<file path="config.mk">
export PLATFORM = sky130hd
export DESIGN_NAME = nvs_seq
export DESIGN_NICKNAME = d
export VERILOG_FILES = /design/src/rtl/nvs_pkg.sv /design/src/rtl/nvs_trig_arb.sv /design/src/rtl/nvs_xfer.sv /design/src/rtl/nvs_shadow.sv /design/src/rtl/nvs_seq.sv
export SDC_FILE = /design/constraint.sdc
export NUM_CORES = 2
export LEC_CHECK = 0
export BUFFER_PORTS_ARGS = -buffer_cell sky130_fd_sc_hd__buf_2
export CORE_MARGIN = 1.5
export CORE_UTILIZATION = 30
export CTS_BUF_LIST = sky130_fd_sc_hd__clkbuf_4 sky130_fd_sc_hd__clkbuf_8 sky130_fd_sc_hd__clkbuf_16
export DETAILED_ROUTE_END_ITERATION = 8
export PLACE_DENSITY = 0.57
export SLEW_MARGIN = 20
export SYNTH_ARGS = -nofsm -noshare
export SYNTH_HDL_FRONTEND = slang
export SYNTH_HIERARCHICAL = 1
export SYNTH_SLANG_ARGS = --single-unit
</file>
<file path="constraint.sdc">
create_clock -name clk -period 3.6 [get_ports clk]
set_input_delay 0.36 -clock clk [delete_from_list [all_inputs] [get_ports clk]]
set_output_delay 0.36 -clock clk [all_outputs]
set_load 0.05 [all_outputs]
</file>
<file path="src/rtl/nvs_pkg.sv">
package nvs_pkg;

  typedef enum logic {
    OP_STORE  = 1'b0,
    OP_RECALL = 1'b1
  } nvs_op_e;

  // Pending/grant vector; field order is the grant priority, highest first.
  typedef struct packed {
    logic pf;     // power-fail store
    logic hw;     // store pin
    logic pu;     // power-up recall
    logic sw_st;  // software store
    logic sw_rc;  // software recall
  } nvs_req_t;

  localparam nvs_req_t REQ_NONE    = 5'b00000;
  localparam nvs_req_t REQ_PU_ONLY = 5'b00100;

endpackage

</file>
<file path="src/rtl/nvs_trig_arb.sv">
module nvs_trig_arb
  import nvs_pkg::*;
(
  input  logic    clk,
  input  logic    rst_n,
  input  logic    sw_cmd_valid,
  input  logic    sw_cmd_op,
  input  logic    hw_store,
  input  logic    pwr_fail,
  input  logic    busy,
  output logic    take,
  output nvs_op_e win_op
);

  logic     hw_q, pf_q;
  nvs_req_t pend, arrive, gnt;

  always_comb begin
    arrive       = REQ_NONE;
    arrive.pf    = pwr_fail & ~pf_q;
    arrive.hw    = hw_store & ~hw_q;
    arrive.sw_st = sw_cmd_valid & (nvs_op_e'(sw_cmd_op) == OP_STORE);
    arrive.sw_rc = sw_cmd_valid & (nvs_op_e'(sw_cmd_op) == OP_RECALL);
  end

  assign take = (|pend) && !busy;

  // Fixed priority: power-fail, pin, power-up, software store, software recall.
  always_comb begin
    gnt = REQ_NONE;
    if (pend.pf)         gnt.pf    = 1'b1;
    else if (pend.hw)    gnt.hw    = 1'b1;
    else if (pend.pu)    gnt.pu    = 1'b1;
    else if (pend.sw_st) gnt.sw_st = 1'b1;
    else if (pend.sw_rc) gnt.sw_rc = 1'b1;
  end

  assign win_op = (gnt.pu || gnt.sw_rc) ? OP_RECALL : OP_STORE;

  always_ff @(posedge clk or negedge rst_n) begin
    if (!rst_n) begin
      hw_q <= 1'b0;
      pf_q <= 1'b0;
      pend <= REQ_PU_ONLY;
    end else begin
      hw_q <= hw_store;
      pf_q <= pwr_fail;
      if (take)       pend <= REQ_NONE;      // losers and grant-cycle arrivals dropped
      else if (!busy) pend <= pend | arrive;
    end
  end

  p_gnt_onehot_r5: assert property (@(posedge clk) disable iff (!rst_n)
    $onehot0(gnt));

endmodule

</file>
<file path="src/rtl/nvs_xfer.sv">
module nvs_xfer #(
  parameter int DEPTH = 256,
  parameter int AW    = 8
) (
  input  logic          clk,
  input  logic          rst_n,
  input  logic          start,
  output logic          rd_en,
  output logic [AW-1:0] rd_addr,
  output logic          wr_en,
  output logic [AW-1:0] wr_addr,
  output logic          done
);

  localparam logic [AW-1:0] LAST = AW'(DEPTH - 1);

  logic          issuing;
  logic [AW-1:0] cnt;
  logic          wr_v;
  logic [AW-1:0] wr_a;

  always_ff @(posedge clk or negedge rst_n) begin
    if (!rst_n) begin
      issuing <= 1'b0;
      cnt     <= '0;
      wr_v    <= 1'b0;
      wr_a    <= '0;
    end else begin
      if (start) begin
        issuing <= 1'b1;
        cnt     <= '0;
      end else if (issuing) begin
        cnt <= cnt + 1'b1;
        if (cnt == LAST) issuing <= 1'b0;
      end
      wr_v <= issuing;
      wr_a <= cnt;
    end
  end

  assign rd_en   = issuing;
  assign rd_addr = cnt;
  assign wr_en   = wr_v;
  assign wr_addr = wr_a;
  assign done    = wr_v && (wr_a == LAST);

  p_no_restart_r6: assert property (@(posedge clk) disable iff (!rst_n)
    issuing |-> !start);

endmodule

</file>
<file path="src/rtl/nvs_shadow.sv">
module nvs_shadow #(
  parameter int DEPTH = 256,
  parameter int DW    = 16,
  parameter int AW    = 8
) (
  input  logic          clk,
  input  logic          we,
  input  logic          re,
  input  logic [AW-1:0] addr,
  input  logic [DW-1:0] wdata,
  output logic [DW-1:0] rdata
);

  // Nonvolatile model: deliberately not cleared by reset.
  logic [DW-1:0] cells [DEPTH];

  always_ff @(posedge clk) begin
    if (we) cells[addr] <= wdata;
    if (re) rdata <= cells[addr];
  end

endmodule

</file>
<file path="src/rtl/nvs_seq.sv">
module nvs_seq
  import nvs_pkg::*;
#(
  parameter int DEPTH = 256,
  parameter int DW    = 16,
  localparam int AW   = (DEPTH > 1) ? $clog2(DEPTH) : 1
) (
  input  logic          clk,
  input  logic          rst_n,
  input  logic          sw_cmd_valid,
  input  logic          sw_cmd_op,
  input  logic          hw_store,
  input  logic          pwr_fail,
  input  logic          host_valid,
  output logic          host_ready,
  input  logic          host_we,
  input  logic [AW-1:0] host_addr,
  input  logic [DW-1:0] host_wdata,
  output logic          host_rvalid,
  output logic [DW-1:0] host_rdata,
  output logic          sram_en,
  output logic          sram_we,
  output logic [AW-1:0] sram_addr,
  output logic [DW-1:0] sram_wdata,
  input  logic [DW-1:0] sram_rdata,
  output logic          rdy,
  output logic          store_done,
  output logic          dirty
);

  logic          busy, take, skip, launch, host_acc;
  nvs_op_e       win_op, cur_op;
  logic          x_rd_en, x_wr_en, x_done;
  logic [AW-1:0] x_rd_addr, x_wr_addr;
  logic          sh_we, sh_re;
  logic [AW-1:0] sh_addr;
  logic [DW-1:0] sh_wdata, sh_rdata;

  nvs_trig_arb u_arb (
    .clk          (clk),
    .rst_n        (rst_n),
    .sw_cmd_valid (sw_cmd_valid),
    .sw_cmd_op    (sw_cmd_op),
    .hw_store     (hw_store),
    .pwr_fail     (pwr_fail),
    .busy         (busy),
    .take         (take),
    .win_op       (win_op)
  );

  nvs_xfer #(.DEPTH(DEPTH), .AW(AW)) u_xfer (
    .clk     (clk),
    .rst_n   (rst_n),
    .start   (launch),
    .rd_en   (x_rd_en),
    .rd_addr (x_rd_addr),
    .wr_en   (x_wr_en),
    .wr_addr (x_wr_addr),
    .done    (x_done)
  );

  nvs_shadow #(.DEPTH(DEPTH), .DW(DW), .AW(AW)) u_shadow (
    .clk   (clk),
    .we    (sh_we),
    .re    (sh_re),
    .addr  (sh_addr),
    .wdata (sh_wdata),
    .rdata (sh_rdata)
  );

  assign skip       = take && (win_op == OP_STORE) && !dirty;
  assign launch     = take && !skip;
  assign host_ready = !busy && !take;
  assign host_acc   = host_valid && host_ready;
  assign host_rdata = sram_rdata;
  assign rdy        = !busy;

  always_ff @(posedge clk or negedge rst_n) begin
    if (!rst_n) begin
      busy        <= 1'b0;
      cur_op      <= OP_RECALL;
      store_done  <= 1'b0;
      dirty       <= 1'b0;
      host_rvalid <= 1'b0;
    end else begin
      host_rvalid <= host_acc && !host_we;
      if (host_acc && host_we) dirty <= 1'b1;
      if (skip) store_done <= 1'b1;
      if (launch) begin
        busy   <= 1'b1;
        cur_op <= win_op;
        if (win_op == OP_STORE) store_done <= 1'b0;
      end else if (busy && x_done) begin
        busy  <= 1'b0;
        dirty <= 1'b0;
        if (cur_op == OP_STORE) store_done <= 1'b1;
      end
    end
  end

  // Port steering: host owns the SRAM when idle, the transfer engine when busy.
  always_comb begin
    sram_en    = host_acc;
    sram_we    = host_acc && host_we;
    sram_addr  = host_addr;
    sram_wdata = host_wdata;
    sh_we      = 1'b0;
    sh_re      = 1'b0;
    sh_addr    = x_rd_addr;
    sh_wdata   = sram_rdata;
    if (busy) begin
      if (cur_op == OP_STORE) begin
        sram_en    = x_rd_en;
        sram_we    = 1'b0;
        sram_addr  = x_rd_addr;
        sram_wdata = '0;
        sh_we      = x_wr_en;
        sh_addr    = x_wr_addr;
      end else begin
        sh_re      = x_rd_en;
        sh_addr    = x_rd_addr;
        sram_en    = x_wr_en;
        sram_we    = x_wr_en;
        sram_addr  = x_wr_addr;
        sram_wdata = sh_rdata;
      end
    end
  end

  // Busy-window length counter used by the checks below.
  int unsigned run_cnt;
  always_ff @(posedge clk or negedge rst_n) begin
    if (!rst_n)      run_cnt <= 0;
    else if (launch) run_cnt <= 0;
    else if (busy)   run_cnt <= run_cnt + 1;
  end

  p_seq_len_r10: assert property (@(posedge clk) disable iff (!rst_n)
    $fell(busy) |-> (run_cnt == DEPTH + 1));

  p_host_held_r2: assert property (@(posedge clk) disable iff (!rst_n)
    $rose(busy) |-> $past(!host_ready));

  p_store_done_low_r9: assert property (@(posedge clk) disable iff (!rst_n)
    (busy && cur_op == OP_STORE) |-> !store_done);

  p_dirty_clear_r8: assert property (@(posedge clk) disable iff (!rst_n)
    $fell(busy) |-> !dirty);

  p_shadow_wr_store_r7: assert property (@(posedge clk) disable iff (!rst_n)
    sh_we |-> (busy && cur_op == OP_STORE));

endmodule

</file>
==> flow_summary.html <==
<table>
<tr><th>Metric</th><th>Value</th></tr>
<tr><th colspan="2">STA</th></tr>
<tr><td>Total count of hold-check failures in the final report</td><td>0</td></tr>
<tr><td>Final setup violation count</td><td>16</td></tr>
<tr><td>Relative slew slack</td><td>24.3%</td></tr>
<tr><td>Worst Skew</td><td>122 ps</td></tr>
<tr><td>Setup repair after global routing missed its margin</td><td>yes</td></tr>
<tr><td>Final period utilization</td><td>109%</td></tr>
<tr><td>Highest attainable clock frequency</td><td>0.254 GHz</td></tr>
<tr><td>Pins Over Slew Limit</td><td>0</td></tr>
<tr><td>Post-layout min period</td><td>3930 ps</td></tr>
<tr><td>Setup WS post-layout</td><td>-333 ps</td></tr>
<tr><td>Slew of the pin with the lowest slew margin</td><td>1140 ps</td></tr>
<tr><th colspan="2">Worst setup path</th></tr>
<tr><td>Category of the most critical setup path</td><td>register to register</td></tr>
<tr><td>Cell type of the slowest stage on the worst timing path</td><td>sky130_fd_sc_hd__o41ai_4</td></tr>
<tr><td>Required arrival time at the worst endpoint</td><td>4270 ps</td></tr>
<tr><td>Crit path DAT</td><td>4610 ps</td></tr>
<tr><td>Element type at the critical path end</td><td>register</td></tr>
<tr><td>Critical path launch point type</td><td>register</td></tr>
<tr><td>CP max FO</td><td>5</td></tr>
<tr><td>Maximum cell stage delay along the critical path</td><td>860 ps</td></tr>
<tr><td>Ordered cell list for the critical path</td><td>nor2b_4, mux2_8, buf_12, buf_12, buf_12, buf_16, mux4_2, a22oi_2, a21oi_1, buf_4, o41ai_4, nand4_1</td></tr>
<tr><td>Most used cell along the critical path</td><td>sky130_fd_sc_hd__buf_12</td></tr>
<tr><th colspan="2">Die</th></tr>
<tr><td>Die Outline Area</td><td>0.529 sq mm</td></tr>
<tr><td>Initial core utilization</td><td>30.2%</td></tr>
<tr><td>Die boundary width</td><td>727 microns</td></tr>
<tr><td>Num ports</td><td>95</td></tr>
<tr><td>Die span in y</td><td>727 microns</td></tr>
<tr><td>Area of the core</td><td>0.522 sq mm</td></tr>
<tr><td>Count of standard-cell rows</td><td>265</td></tr>
<tr><th colspan="2">Power</th></tr>
<tr><td>Switching component of the power</td><td>19800 uW</td></tr>
<tr><td>Standby leakage power</td><td>0.0626 uW</td></tr>
<tr><td>Clock network power share</td><td>44.9%</td></tr>
<tr><td>Combinational share of power</td><td>1.1%</td></tr>
<tr><td>Largest vdd supply drop</td><td>414 uV</td></tr>
<tr><td>Cell Pwr Density</td><td>504 mW/mm^2</td></tr>
<tr><td>Switching power share of the total</td><td>20.2%</td></tr>
<tr><td>Internal power contribution</td><td>78500 uW</td></tr>
<tr><td>Reg power frac</td><td>53.9%</td></tr>
<tr><th colspan="2">Yosys</th></tr>
<tr><td>Post-synthesis instance area</td><td>0.157 sq mm</td></tr>
<tr><td>Fraction of synthesized area in multiplexers</td><td>14.8%</td></tr>
<tr><td>Leading post-synthesis cells by instance count</td><td>4112 x sky130_fd_sc_hd__edfxtp_1, 1024 x sky130_fd_sc_hd__mux4_2, 512 x sky130_fd_sc_hd__a22oi_1</td></tr>
<tr><td>Yosys warnings</td><td>6</td></tr>
<tr><td>Most common cell in the netlist</td><td>sky130_fd_sc_hd__edfxtp_1</td></tr>
<tr><td>Post-synth top area share</td><td>78.5%</td></tr>
<tr><td>XOR/XNOR share of the synthesized area</td><td>0.0223%</td></tr>
<tr><td>Post-synth top flop</td><td>sky130_fd_sc_hd__edfxtp_1</td></tr>
<tr><td>Count of state elements after synthesis</td><td>4142</td></tr>
<tr><td>Dominant combinational cell family by area after synthesis</td><td>multiplexers</td></tr>
<tr><td>Avg Synthesized Cell Area</td><td>22.8 sq um</td></tr>
<tr><td>Distinct cell type count of the synthesized netlist</td><td>46</td></tr>
<tr><td>Post-synthesis simple-gate area fraction</td><td>1.08%</td></tr>
<tr><td>Leading post-synthesis cells by cell area</td><td>sky130_fd_sc_hd__edfxtp_1 78%, sky130_fd_sc_hd__mux4_2 15%, sky130_fd_sc_hd__a22oi_1 2.4%</td></tr>
<tr><td>Sequential-to-total area share from yosys stat</td><td>78.9%</td></tr>
<tr><td>Synthesized instance count</td><td>6908</td></tr>
<tr><td>Fraction of the mapped netlist area in compound gates</td><td>3.80%</td></tr>
<tr><td>Async set or reset register ratio after synthesis</td><td>0.724%</td></tr>
<tr><td>Adder and majority gate portion of the synthesized area</td><td>0.00795%</td></tr>
<tr><td>Syn Nets</td><td>6957</td></tr>
<tr><td>Number of enable flip-flop cells after synthesis</td><td>4112</td></tr>
<tr><td>Dominant cell type by area after synthesis</td><td>sky130_fd_sc_hd__edfxtp_1</td></tr>
<tr><th colspan="2">Routing</th></tr>
<tr><td>Initial detailed-routing violation count</td><td>9308</td></tr>
<tr><td>Total wire length</td><td>445 mm</td></tr>
<tr><td>DR vias</td><td>79832</td></tr>
<tr><td>Via-to-Cell Ratio</td><td>5.16</td></tr>
<tr><td>Post-DRT Antenna Nets</td><td>0</td></tr>
<tr><td>Wire length per cell after detailed routing</td><td>28.7 microns</td></tr>
<tr><td>DRC violation count after routing</td><td>0</td></tr>
<tr><td>Number of iterations in the first detailed-routing pass</td><td>6</td></tr>
<tr><th colspan="2">Final layout</th></tr>
<tr><td>Final instance area</td><td>0.195 sq mm</td></tr>
<tr><td>Area growth from synthesis to final layout</td><td>24.0%</td></tr>
<tr><td>Number of nets in the layout</td><td>8225</td></tr>
<tr><td>Post-route insts no fill</td><td>15480</td></tr>
<tr><td>Proportion of layout cells with a drive suffix above 1</td><td>39.3%</td></tr>
<tr><th colspan="2">Global route</th></tr>
<tr><td>Wire length of the first global-routing pass</td><td>623 mm</td></tr>
<tr><td>Number of antenna violations at the first check in global routing</td><td>22</td></tr>
<tr><td>Number of global-route vias before repair</td><td>81288</td></tr>
<tr><td>Overall global routing resource usage</td><td>16.3%</td></tr>
<tr><td>Overall overflow remaining after global route</td><td>0</td></tr>
<tr><td>Maximum number of pins on one net before global-route repair</td><td>133</td></tr>
<tr><th colspan="2">Clock tree</th></tr>
<tr><td>Clock buffer depth</td><td>4</td></tr>
<tr><td>Root buffer cell</td><td>sky130_fd_sc_hd__clkbuf_16</td></tr>
<tr><td>CTS tree</td><td>done</td></tr>
<tr><td>Maximum level of the CTS H-tree</td><td>5</td></tr>
<tr><td>Number of buffers inserted during clock tree synthesis</td><td>424</td></tr>
<tr><td>Clock input transition at the sequential cells of the worst setup and hold paths</td><td>60 ps</td></tr>
<tr><td>Clock latency reported for the late side of the worst-skew pair</td><td>1030 ps</td></tr>
<tr><td>Clock net sink count</td><td>4142</td></tr>
<tr><th colspan="2">Place</th></tr>
<tr><td>Placed instance area</td><td>0.178 sq mm</td></tr>
<tr><td>Last weighted congestion value of the routability-driven placer</td><td>0.819</td></tr>
<tr><td>HPWL Detailed</td><td>269 mm</td></tr>
<tr><td>Placed instance count</td><td>14556</td></tr>
<tr><td>Port Buf Inserts</td><td>94</td></tr>
<tr><td>Post-place setup slack</td><td>-720 ps</td></tr>
<tr><th colspan="2">Outcome</th></tr>
<tr><td>Failing checks</td><td>setup timing</td></tr>
<tr><td>Run status</td><td>finished with violations</td></tr>
<tr><th colspan="2">Min path</th></tr>
<tr><td>Worst hold-check path type</td><td>primary input to register</td></tr>
<tr><th colspan="2">Run</th></tr>
<tr><td>Max-Cap Viols</td><td>0</td></tr>
</table>
[area by class of cell]
class,count,area (sq um)
repair buffers,1289,15000
diodes,10,25.0
fillers,46562,326000
clock inverters,271,2820
flip-flops and latches,4142,124000
well taps,6942,8690
inverters,7,26.3
clock buffers,507,11200
multi-input cells,2312,33100
[logic make-up after synthesis]
group	Yosys count
flip-flops	4142
multiplexers	1043
AO/OA/AOI/OAI	874
buffers and inverters	454
AND/OR/NAND/NOR	390
XOR/XNOR	4
adder cells (fa/ha/maj)	1
[repair_timing]
action                                 CTS  global route
gates cloned                            13            10
setup endpoints to repair               16           180
gates resized for setup                172           163
endpoints found under the hold margin  637             0
pin swaps                               41            49
hold buffers                            28             0
buffers inserted                        75            26
[path summary, 6_finish.rpt]
path                                            from                               end  slack, ps  depth (start not counted)
worst max-delay path                busy$_DFFE_PN0P_       u_shadow/rdata[2]$_DFFE_PP_       -330                         12
worst min-delay path                   sram_rdata[3]  u_shadow/cells[181][3]$_DFFE_PP_         40                          1
worst max register to register      busy$_DFFE_PN0P_       u_shadow/rdata[2]$_DFFE_PP_       -330                         12
worst min register to register  u_arb/pf_q$_DFF_PN0_         u_arb/pend[4]$_DFFE_PN0P_        430                          1
max in group asynchronous                      rst_n                  busy$_DFFE_PN0P_       2920                          4
min in group asynchronous                      rst_n         u_arb/pend[2]$_DFFE_PN1P_        490                          3
[state kept, by name, indices dropped and copies added, names as in the netlist]
name,count
u_shadow/rdata,16
u_shadow/cells,4096
u_xfer/wr_en,1
u_xfer/rd_addr,8
u_arb/pend,5
dirty,1
store_done,1
cur_op,1
host_rvalid,1
u_xfer/rd_en,1
u_arb/pf_q,1
u_xfer/wr_addr,8
busy,1
u_arb/hw_q,1
[per-layer routing]
metal / up-vias / wire, microns / GRT usage (%)
met5: - / 42 / 0
met3: 582 / 35200 / 2.49
met2: 3452 / 213000 / 26.5
li1: 32338 / - / -
met4: 6 / 12300 / 4.24
met1: 43454 / 184000 / 22.9
[cells in the final DEF (no fill, tap or decap), types with 29 or more instances in the layout]
cell | netlist | final
sky130_fd_sc_hd__edfxtp_1 | 4112 | 4112
sky130_fd_sc_hd__mux4_2 | 1024 | 1024
sky130_fd_sc_hd__buf_4 | 33 | 731
sky130_fd_sc_hd__clkbuf_16 | 0 | 433
sky130_fd_sc_hd__a22oi_1 | 512 | 427
sky130_fd_sc_hd__buf_12 | 0 | 340
sky130_fd_sc_hd__a21oi_1 | 269 | 214
sky130_fd_sc_hd__nor2_1 | 250 | 128
sky130_fd_sc_hd__nor2_2 | 1 | 122
sky130_fd_sc_hd__clkinv_1 | 0 | 109
sky130_fd_sc_hd__a22oi_2 | 0 | 85
sky130_fd_sc_hd__clkbuf_4 | 0 | 83
sky130_fd_sc_hd__buf_2 | 80 | 78
sky130_fd_sc_hd__clkinv_2 | 0 | 70
sky130_fd_sc_hd__buf_6 | 30 | 45
sky130_fd_sc_hd__a21oi_2 | 2 | 45
sky130_fd_sc_hd__bufinv_16 | 0 | 41
sky130_fd_sc_hd__o41ai_4 | 0 | 32
sky130_fd_sc_hd__buf_16 | 0 | 30
sky130_fd_sc_hd__nor3_2 | 0 | 30
sky130_fd_sc_hd__nand2_1 | 33 | 29
[power groups by stage]
stage	logic [uW]	clock network [uW]	registers [uW]
2_1_floorplan	51.3	0	54000
3_3_place_gp	1050	0	54000
3_5_place_dp	1130	0	54000
4_1_cts	1160	44800	53000
5_1_grt	1210	46600	53000
6_report	1130	44200	53000
[critical path, delay by kind of cell (launching register included)]
kind	cells	cell delay (ps)
multiplexers	2	920
buffers and inverters	5	780
flip-flops	1	380
AND/OR/NAND/NOR	2	370
AO/OA/AOI/OAI	3	1140
[per-stage QoR]
| step | hold WS, ps | setup TNS [ps] | total power (uW) | utilization [%] |
|---|---|---|---|---|
| 2_1_floorplan | 64.4 | -119220 | 54100 | - |
| 3_3_place_gp | 404 | -10980 | 55100 | 34.0 |
| 3_5_place_dp | 415 | -7740 | 55200 | 34.0 |
| 4_1_cts | 2.15 | -3680 | 99000 | 37.2 |
| 5_1_grt | 38.1 | -4100 | 101000 | 37.4 |
| 6_report | 44.8 | -3000 | 98300 | 37.4 |
No activity file was read; power rests on OpenSTA's default activity.
